===== config.mk =====
export PLATFORM = sky130hd
export DESIGN_NAME = int_flag_unit
export DESIGN_NICKNAME = d
export VERILOG_FILES = /design/src/rtl/flagu_pkg.sv /design/src/rtl/flagu_carry.sv /design/src/rtl/flagu_ovf.sv /design/src/rtl/flagu_sign.sv /design/src/rtl/int_flag_unit.sv
export SDC_FILE = /design/constraint.sdc
export NUM_CORES = 1
export LEC_CHECK = 0
export BUFFER_PORTS_ARGS = -buffer_cell sky130_fd_sc_hd__buf_2
export CAP_MARGIN = 25
export CORE_ASPECT_RATIO = 2
export CORE_MARGIN = 8
export CORE_UTILIZATION = 53
export CTS_CLUSTER_DIAMETER = 200
export DETAILED_ROUTE_END_ITERATION = 7
export MAX_ROUTING_LAYER = met4
export PLACE_DENSITY = 0.9
export SETUP_SLACK_MARGIN = 0.15
export SLEW_MARGIN = 20
export SYNTH_ARGS = -nofsm -noshare
export SYNTH_HDL_FRONTEND = slang
export SYNTH_HIERARCHICAL = 1
export SYNTH_SLANG_ARGS = --single-unit

===== constraint.sdc =====
create_clock -name clk -period 1 [get_ports clk]
set_input_delay 0.3 -clock clk [delete_from_list [all_inputs] [get_ports clk]]
set_output_delay 0.3 -clock clk [all_outputs]
set_load 0.1 [all_outputs]

===== src/rtl/flagu_pkg.sv =====
package flagu_pkg;

    localparam int CR_FIELD_W = 4;

    typedef struct packed {
        logic                  ca;
        logic                  ca32;
        logic                  ov;
        logic                  ov32;
        logic                  so;
        logic [CR_FIELD_W-1:0] cr0;
    } flag_state_t;

    localparam flag_state_t FLAG_RESET = '{ca: 1'b0, ca32: 1'b0, ov: 1'b0,
                                           ov32: 1'b0, so: 1'b0, cr0: '0};

endpackage


===== src/rtl/flagu_carry.sv =====
module flagu_carry #(
    parameter int XLEN  = 64,
    parameter int HALF  = 32,
    parameter int NOPND = 3
) (
    input  logic [NOPND-1:0][XLEN-1:0] opnd,
    input  logic [NOPND-1:0]           opnd_vld,
    input  logic [XLEN-1:0]            result,
    output logic                       carry_full,
    output logic                       carry_half
);
    logic [NOPND-1:0] gt_full;
    logic [NOPND-1:0] gt_half;

    // One unsigned comparator pair per operand slot
    for (genvar g = 0; g < NOPND; g++) begin : g_cmp
        assign gt_full[g] = opnd_vld[g] && (opnd[g] > result);
        assign gt_half[g] = opnd_vld[g] && (opnd[g][HALF-1:0] > result[HALF-1:0]);
    end

    assign carry_full = |gt_full;
    assign carry_half = |gt_half;
endmodule


===== src/rtl/flagu_ovf.sv =====
module flagu_ovf #(
    parameter int NOPND = 3
) (
    input  logic [NOPND-1:0] sgn_full,
    input  logic [NOPND-1:0] sgn_half,
    input  logic [NOPND-1:0] opnd_vld,
    input  logic             res_sgn_full,
    input  logic             res_sgn_half,
    output logic             two_present,
    output logic             ovf_full,
    output logic             ovf_half
);
    logic [1:0] seen;
    logic       a_full, a_half, b_full, b_half;

    // Pick the sign bits of the first two present operands, in list order
    always_comb begin
        seen   = 2'd0;
        a_full = 1'b0;
        a_half = 1'b0;
        b_full = 1'b0;
        b_half = 1'b0;
        for (int i = 0; i < NOPND; i++) begin
            if (opnd_vld[i]) begin
                if (seen == 2'd0) begin
                    a_full = sgn_full[i];
                    a_half = sgn_half[i];
                end else if (seen == 2'd1) begin
                    b_full = sgn_full[i];
                    b_half = sgn_half[i];
                end
                if (seen != 2'd2) begin
                    seen = seen + 2'd1;
                end
            end
        end
    end

    assign two_present = (seen == 2'd2);
    assign ovf_full    = two_present && (a_full == b_full) && (res_sgn_full != a_full);
    assign ovf_half    = two_present && (a_half == b_half) && (res_sgn_half != a_half);
endmodule


===== src/rtl/flagu_sign.sv =====
module flagu_sign #(
    parameter int XLEN = 64
) (
    input  logic [XLEN-1:0] result,
    output logic            is_neg,
    output logic            is_pos,
    output logic            is_zero
);
    assign is_neg  = result[XLEN-1];
    assign is_zero = (result == '0);
    assign is_pos  = !is_neg && !is_zero;
endmodule


===== src/rtl/int_flag_unit.sv =====
module int_flag_unit
    import flagu_pkg::*;
#(
    parameter int XLEN = 64,
    parameter int NSRC = 2
) (
    input  logic                      clk,
    input  logic                      rst_n,
    input  logic                      op_vld,
    input  logic [NSRC-1:0][XLEN-1:0] src,
    input  logic [NSRC-1:0]           src_vld,
    input  logic                      invert_src0,
    input  logic                      imm_vld,
    input  logic [XLEN-1:0]           imm_val,
    input  logic [XLEN-1:0]           result,
    input  logic                      carry_en,
    input  logic [1:0]                carry_done,
    input  logic                      ca_pre,
    input  logic                      ca32_pre,
    input  logic                      ovf_en,
    input  logic                      div_ovf,
    input  logic                      rec_en,
    output logic                      ca_q,
    output logic                      ca32_q,
    output logic                      ov_q,
    output logic                      ov32_q,
    output logic                      so_q,
    output logic [CR_FIELD_W-1:0]     cr0_q
);
    localparam int HALF  = XLEN / 2;
    localparam int NOPND = NSRC + 1;

    flag_state_t state_d, state_q;

    logic [NOPND-1:0][XLEN-1:0] opnd;
    logic [NOPND-1:0]           opnd_vld;
    logic [NOPND-1:0]           sgn_full;
    logic [NOPND-1:0]           sgn_half;
    logic carry_full, carry_half;
    logic two_present, ovf_full, ovf_half;
    logic is_neg, is_pos, is_zero;
    logic ovf_upd;

    // Operand list: register operands in order, then the immediate
    for (genvar g = 0; g < NSRC; g++) begin : g_src
        if (g == 0) begin : g_first
            assign opnd[g] = invert_src0 ? ~src[g] : src[g];
        end else begin : g_rest
            assign opnd[g] = src[g];
        end
        assign opnd_vld[g] = src_vld[g];
    end
    assign opnd[NSRC]     = imm_val;
    assign opnd_vld[NSRC] = imm_vld;

    for (genvar g = 0; g < NOPND; g++) begin : g_sgn
        assign sgn_full[g] = opnd[g][XLEN-1];
        assign sgn_half[g] = opnd[g][HALF-1];
    end

    flagu_carry #(.XLEN(XLEN), .HALF(HALF), .NOPND(NOPND)) carry_i (
        .opnd       (opnd),
        .opnd_vld   (opnd_vld),
        .result     (result),
        .carry_full (carry_full),
        .carry_half (carry_half)
    );

    flagu_ovf #(.NOPND(NOPND)) ovf_i (
        .sgn_full     (sgn_full),
        .sgn_half     (sgn_half),
        .opnd_vld     (opnd_vld),
        .res_sgn_full (result[XLEN-1]),
        .res_sgn_half (result[HALF-1]),
        .two_present  (two_present),
        .ovf_full     (ovf_full),
        .ovf_half     (ovf_half)
    );

    flagu_sign #(.XLEN(XLEN)) sign_i (
        .result  (result),
        .is_neg  (is_neg),
        .is_pos  (is_pos),
        .is_zero (is_zero)
    );

    assign ovf_upd = ovf_en && (two_present || div_ovf);

    // Next-state computation
    always_comb begin
        state_d = state_q;
        if (op_vld) begin
            if (carry_en) begin
                state_d.ca   = carry_done[0] ? ca_pre   : carry_full;
                state_d.ca32 = carry_done[1] ? ca32_pre : carry_half;
            end
            if (ovf_upd) begin
                state_d.ov   = div_ovf | ovf_full;
                state_d.ov32 = div_ovf | ovf_half;
                state_d.so   = state_q.so | state_d.ov;
            end
            if (rec_en) begin
                state_d.cr0 = {is_neg, is_pos, is_zero, state_d.so};
            end
        end
    end

    always_ff @(posedge clk or negedge rst_n) begin
        if (!rst_n) begin
            state_q <= FLAG_RESET;
        end else begin
            state_q <= state_d;
        end
    end

    assign ca_q   = state_q.ca;
    assign ca32_q = state_q.ca32;
    assign ov_q   = state_q.ov;
    assign ov32_q = state_q.ov32;
    assign so_q   = state_q.so;
    assign cr0_q  = state_q.cr0;


    so_sticky_chk: assert property (@(posedge clk) disable iff (!rst_n)
        so_q |=> so_q);


    carry_hold_chk: assert property (@(posedge clk) disable iff (!rst_n)
        !(op_vld && carry_en) |=> $stable({ca_q, ca32_q}));


    div_force_chk: assert property (@(posedge clk) disable iff (!rst_n)
        (op_vld && ovf_en && div_ovf) |=> (ov_q && ov32_q && so_q));


    ovf_hold_chk: assert property (@(posedge clk) disable iff (!rst_n)
        (op_vld && !ovf_en) |=> $stable({ov_q, ov32_q, so_q}));


    cr0_class_chk: assert property (@(posedge clk) disable iff (!rst_n)
        (op_vld && rec_en) |=> ($countones(cr0_q[3:1]) == 1 && cr0_q[0] == so_q));


    idle_hold_chk: assert property (@(posedge clk) disable iff (!rst_n)
        !op_vld |=> $stable({ca_q, ca32_q, ov_q, ov32_q, so_q, cr0_q}));
endmodule


==> run metrics, run 1 <==
Post-Place Setup Slack -1.923 ns; Top FF cell, synth dfrtp_1; CTS H-tree depth 1; Worst-path end type sequential cell input; post-synthesis net count 1185; mean area per synthesized cell 8.208 um2; tool error [ERROR GRT-0232] Routing congestion too high. Check the congestion heatmap in the GUI.; status did not finish; Core Rows 54; RePlAce Congestion 0.9811; distinct cell type count after synthesis 58; Syn Inst Count 719; gr ovfl total 10; last stage reached 5_1_grt; Seq/Total Area, Yosys 3.816%; largest net degree at the start of global routing 17; Die Span Y 165.2 um; Syn. warnings 6; # IOs 280; Synth Register Bits 9; TritonCTS Buffers 3; HPWL after detailed placement 24800 um; Total GRT Usage 49.66%; CTS root buffer clkbuf_16; clk sink count 9; die width 90.62 um; Max Root-Sink Buffers 2; cell area after synthesis 5902 um2; grt repair worst endpoint ca_q$_DFFE_PN0P_/D; dpl cells 1310; Initial Utilization 54.26%; port bufs 279; ys async rst share 100.0%; number of synthesized flops with an enable pin 0
routing by layer:
layer  GRT overflow  track usage (%)
met5              -                -
met4              6            51.26
met3              0            24.13
met2              4            78.14
met1              0            41.39
logic make-up after synthesis:
logic type                 after synthesis  share of synthesized area (%)
xor gates and xnor gates                64                          9.498
DFF                                      9                          3.816
and+or+nand+nor                        183                          18.30
AOI/OAI and AO/OA                      179                          19.02
buffers and inverters                   81                          6.614
adders and majority gates              195                          41.34
muxes                                    8                          1.420
repair_timing:
action                     CTS
cloned                       2
buffers inserted             8
setup endpoints to repair   18
gates resized for setup     22
pin swaps                   18
hold endpoints to repair     9
hold buffers                 1
synthesized netlist by cell type (all sizes together), types with 3 or more instances:
library cell	n	area share (%)
nand2	40	2.7
buf	9	2.0
xor2	64	9.5
a221oi	3	0.45
mux2i	5	0.85
o21ai	22	1.9
nor4	26	3.8
dfrtp	9	3.8
o31ai	3	0.38
o211ai	4	0.51
inv	72	4.6
and4	7	1.1
a31oi	8	0.95
nand3	22	1.9
o221ai	4	0.59
o21a	7	0.89
a21o	24	3.1
nor3	7	0.59
a211oi	4	0.51
nor2b	6	0.64
or3	4	0.42
ha	195	41
a22o	3	0.49
o21bai	3	0.38
a21oi	79	6.7
nand4	43	4.8
nor2	19	1.2
mux2	3	0.57
metrics by stage:
stage	cell area (um2)	hold slack, ns
4_1_cts	9273	0.3125
3_5_place_dp	8950	0.1585
3_3_place_gp	8950	0.1574
2_1_floorplan	5973	0.004434
==> inputs of run 2 (changes only) <==
- CORE_ASPECT_RATIO: 2 -> unset
- CORE_UTILIZATION: 53 -> 40
- CTS_CLUSTER_DIAMETER: 200 -> unset
- MAX_ROUTING_LAYER: met4 -> unset
- PLACE_DENSITY: 0.9 -> unset
- PLACE_DENSITY_LB_ADDON: unset -> 0.15
- SETUP_SLACK_MARGIN: 0.15 -> unset
==> run metrics, run 2 <==
TritonCTS Buffers 3 (unchanged); die width 137.5 um (+52%); first-pass GRT wire length 36770 um; Initial Utilization 40.76% (-13 points); commonest non-fill, non-tap cells in the layout buf_2, ha_1, buf_4; Core Rows 44 (-19%); clock-pin transition on the worst setup and hold timing paths 0.04 ns; Final min period 2.475 ns; Largest register FFs 4; Area Overhead vs Synth 64.87%; Post-DRT Antenna Nets 0; port bufs 279 (unchanged); Worst EP required 1.10 ns; share of layout cells above drive strength 1 46.25%; ys async rst share 100.0% (unchanged); fill count 1252; largest net degree at the start of global routing 11; routed wire length 24220 um; pwr dens 593.0 nW/um2; area of the die 18900 um2; later-pin clock latency in the skew report 0.23 ns; WHS Path Cells 2; vias in the first global route 7586; CTS H-tree depth 1 (unchanged); area of the multi-input gates 5614 um2; failing checks setup timing; DR vias/cell 5.232; R2R Path Start cr0_q[2]; Hold Path End ca_q; setup TNS -7.733 ns; Post-Place Setup Slack -1.910 ns (+0.01280 ns); Crit. Startpoint invert_src0; worst reg2reg path endpoint cr0_q[2]; top cells by count, synth ha_1, a21oi_1, inv_1; gr ovfl total 0; DR DRC count 0; drt pass-1 iters 4; top cell type's share of synthesized area 41.34% (unchanged); Worst Path Arrival 2.58 ns; Max Root-Sink Buffers 2 (unchanged); reg2reg path depth 2; Syn Inst Count 719 (unchanged); Wirelength per Cell 17.62 um; clock skew 0.0005225 ns; initial antenna violation count 5; Total GRT Usage 24.38%; Seq/Total Area, Yosys 3.816% (unchanged); Setup Viol. Count Final 17; slowest stage delay, CP 0.36 ns; cell type of the slowest stage on the worst timing path nor4_2; number of synthesized flops with an enable pin 0 (unchanged); worst setup margin -1.475 ns; top-count cell post-synth ha_1; Worst Path Class, Setup input pin to flip-flop; mean area per synthesized cell 8.208 um2 (unchanged); Area contributors post-synth ha_1, xor2_1, a21oi_1; Iter 0 DRT Violations 230; Core Region 14480 um2; LEAKAGE 5.338 nW; clk sink count 9 (unchanged); worst-path maximum fanout 5; peak supply drop 0.4849 mV; Die Span Y 137.5 um (-17%); Top delay family on crit path simple AND/OR/NAND/NOR gates; Tcrit/Tclk final 247.5%; Top FF cell, synth dfrtp_1; startpoint types input pin; status finished, violations left; Worst Max-Slew Pin Slew 0.4924 ns; RSZ-0062 raised after global routing yes; HPWL after detailed placement 20980 um (-15%); Synth Register Bits 9 (unchanged); cell area after synthesis 5902 um2 (unchanged); Most Frequent Cell on Critical Path a31oi_1; most common cell after layout, fill and taps aside buf_2; vias 7194; Slew Viols, Final 0; Max Clock Freq 404.1 MHz; # IOs 280 (unchanged); Worst setup EP type flip-flop; worst slew margin relative to its limit 66.33%; CTS root buffer clkbuf_16; hold_sp carry_en; Hold Path Class input pin to flip-flop; Reg2Reg Setup Slack 0.07 ns; cells along the critical path buf_16 > buf_16 > xor2_1 > ha_1 > nand4_1 > nor4_2 > and4_1 > a31o_2 > a31oi_1 > a31oi_1 > nand4_1 > mux2i_1 > a31oi_1; distinct cell type count after synthesis 58 (unchanged); CTS tree done; register area 237.7 um2; post-synthesis net count 1185 (unchanged); nets 1654; Syn. warnings 6 (unchanged); RePlAce Congestion 0.8950 (-8.8%); Max-cap violations 0; largest area contributor in the netlist ha_1; Buf+Inv Stages, Crit Path 2; Hold Fails Final Rpt 0
==> run 2: cell counts after synthesis <==
Identical to the previous run, type by type.
==> run 2: layout make-up <==
type / instances / area share (%)
Multi-Input combinational cell: 629 / 57.70
Timing Repair Buffer: 473 / 33.80
Inverter: 72 / 2.777
Sequential cell: 9 / 2.443
Tap cell: 184 / 2.366
Clock buffer: 4 / 0.8101
Antenna cell: 4 / 0.1029
==> run 2: where the power goes <==
| group | internal [W] | total (W) | switching (W) |
|---|---|---|---|
| Clock | 0.000533 | 0.000711 | 0.000178 |
| Combinational | 0.00231 | 0.00460 | 0.00228 |
| Sequential | 0.000415 | 0.000464 | 0.0000488 |
==> run 2: what timing repair did <==
item	in CTS	in global routing
hold endpoints to repair	9	0
setup buffers	7	8
setup endpoints to repair	17	17
hold buffers	1	0
pin swaps	54	45
gates resized for setup	48	37
cloned	7	1
==> run 2: how the worst max path moves through the flow <==
stage	cells after the start	slack, ns	endpoint
2_1_floorplan	13	-1.41	ca_q
3_3_place_gp	13	-1.81	ca_q
3_5_place_dp	13	-1.91	ca_q
4_1_cts	13	-1.48	ca_q
5_1_grt	13	-1.57	ca_q
6_report	13	-1.47	ca_q
==> run 2: cells by family (layout without fill, tap and decap cells) <==
group,Yosys count,count (layout),synth area share [%]
and+or+nand+nor,183,183,18.30
buffers and inverters,81,549,6.614
muxes,8,8,1.420
DFF,9,9,3.816
adders and majority gates,195,195,41.34
xor gates and xnor gates,64,64,9.498
AOI/OAI and AO/OA,179,179,19.02
other,0,4,0
==> run 2: stage by stage <==
step                utilization, %  cells  total power [W]  hold slack (ns)  instance area (um2)
global placement             61.68   1347         0.004538           0.1642                 8931
floorplan                        -    719         0.002686         0.004409                 5952
global route                 67.21   1375         0.006278           0.3376                 9731
CTS                          65.50   1364         0.005613           0.3325                 9484
detailed placement           61.68   1347         0.004614           0.1641                 8931
finish                       67.21   1375         0.005771           0.3399                 9731
==> run 2: per-layer routing <==
layer / vias up / track usage, % / share of wire (%)
li1: 3679 / - / -
met1: 3235 / 28.46 / 41
met2: 236 / 45.32 / 50
met3: 42 / 3.246 / 6.1
met4: 2 / 6.337 / 2.5
met5: - / 0 / 0.054
Power figures use the tool's default switching activity.
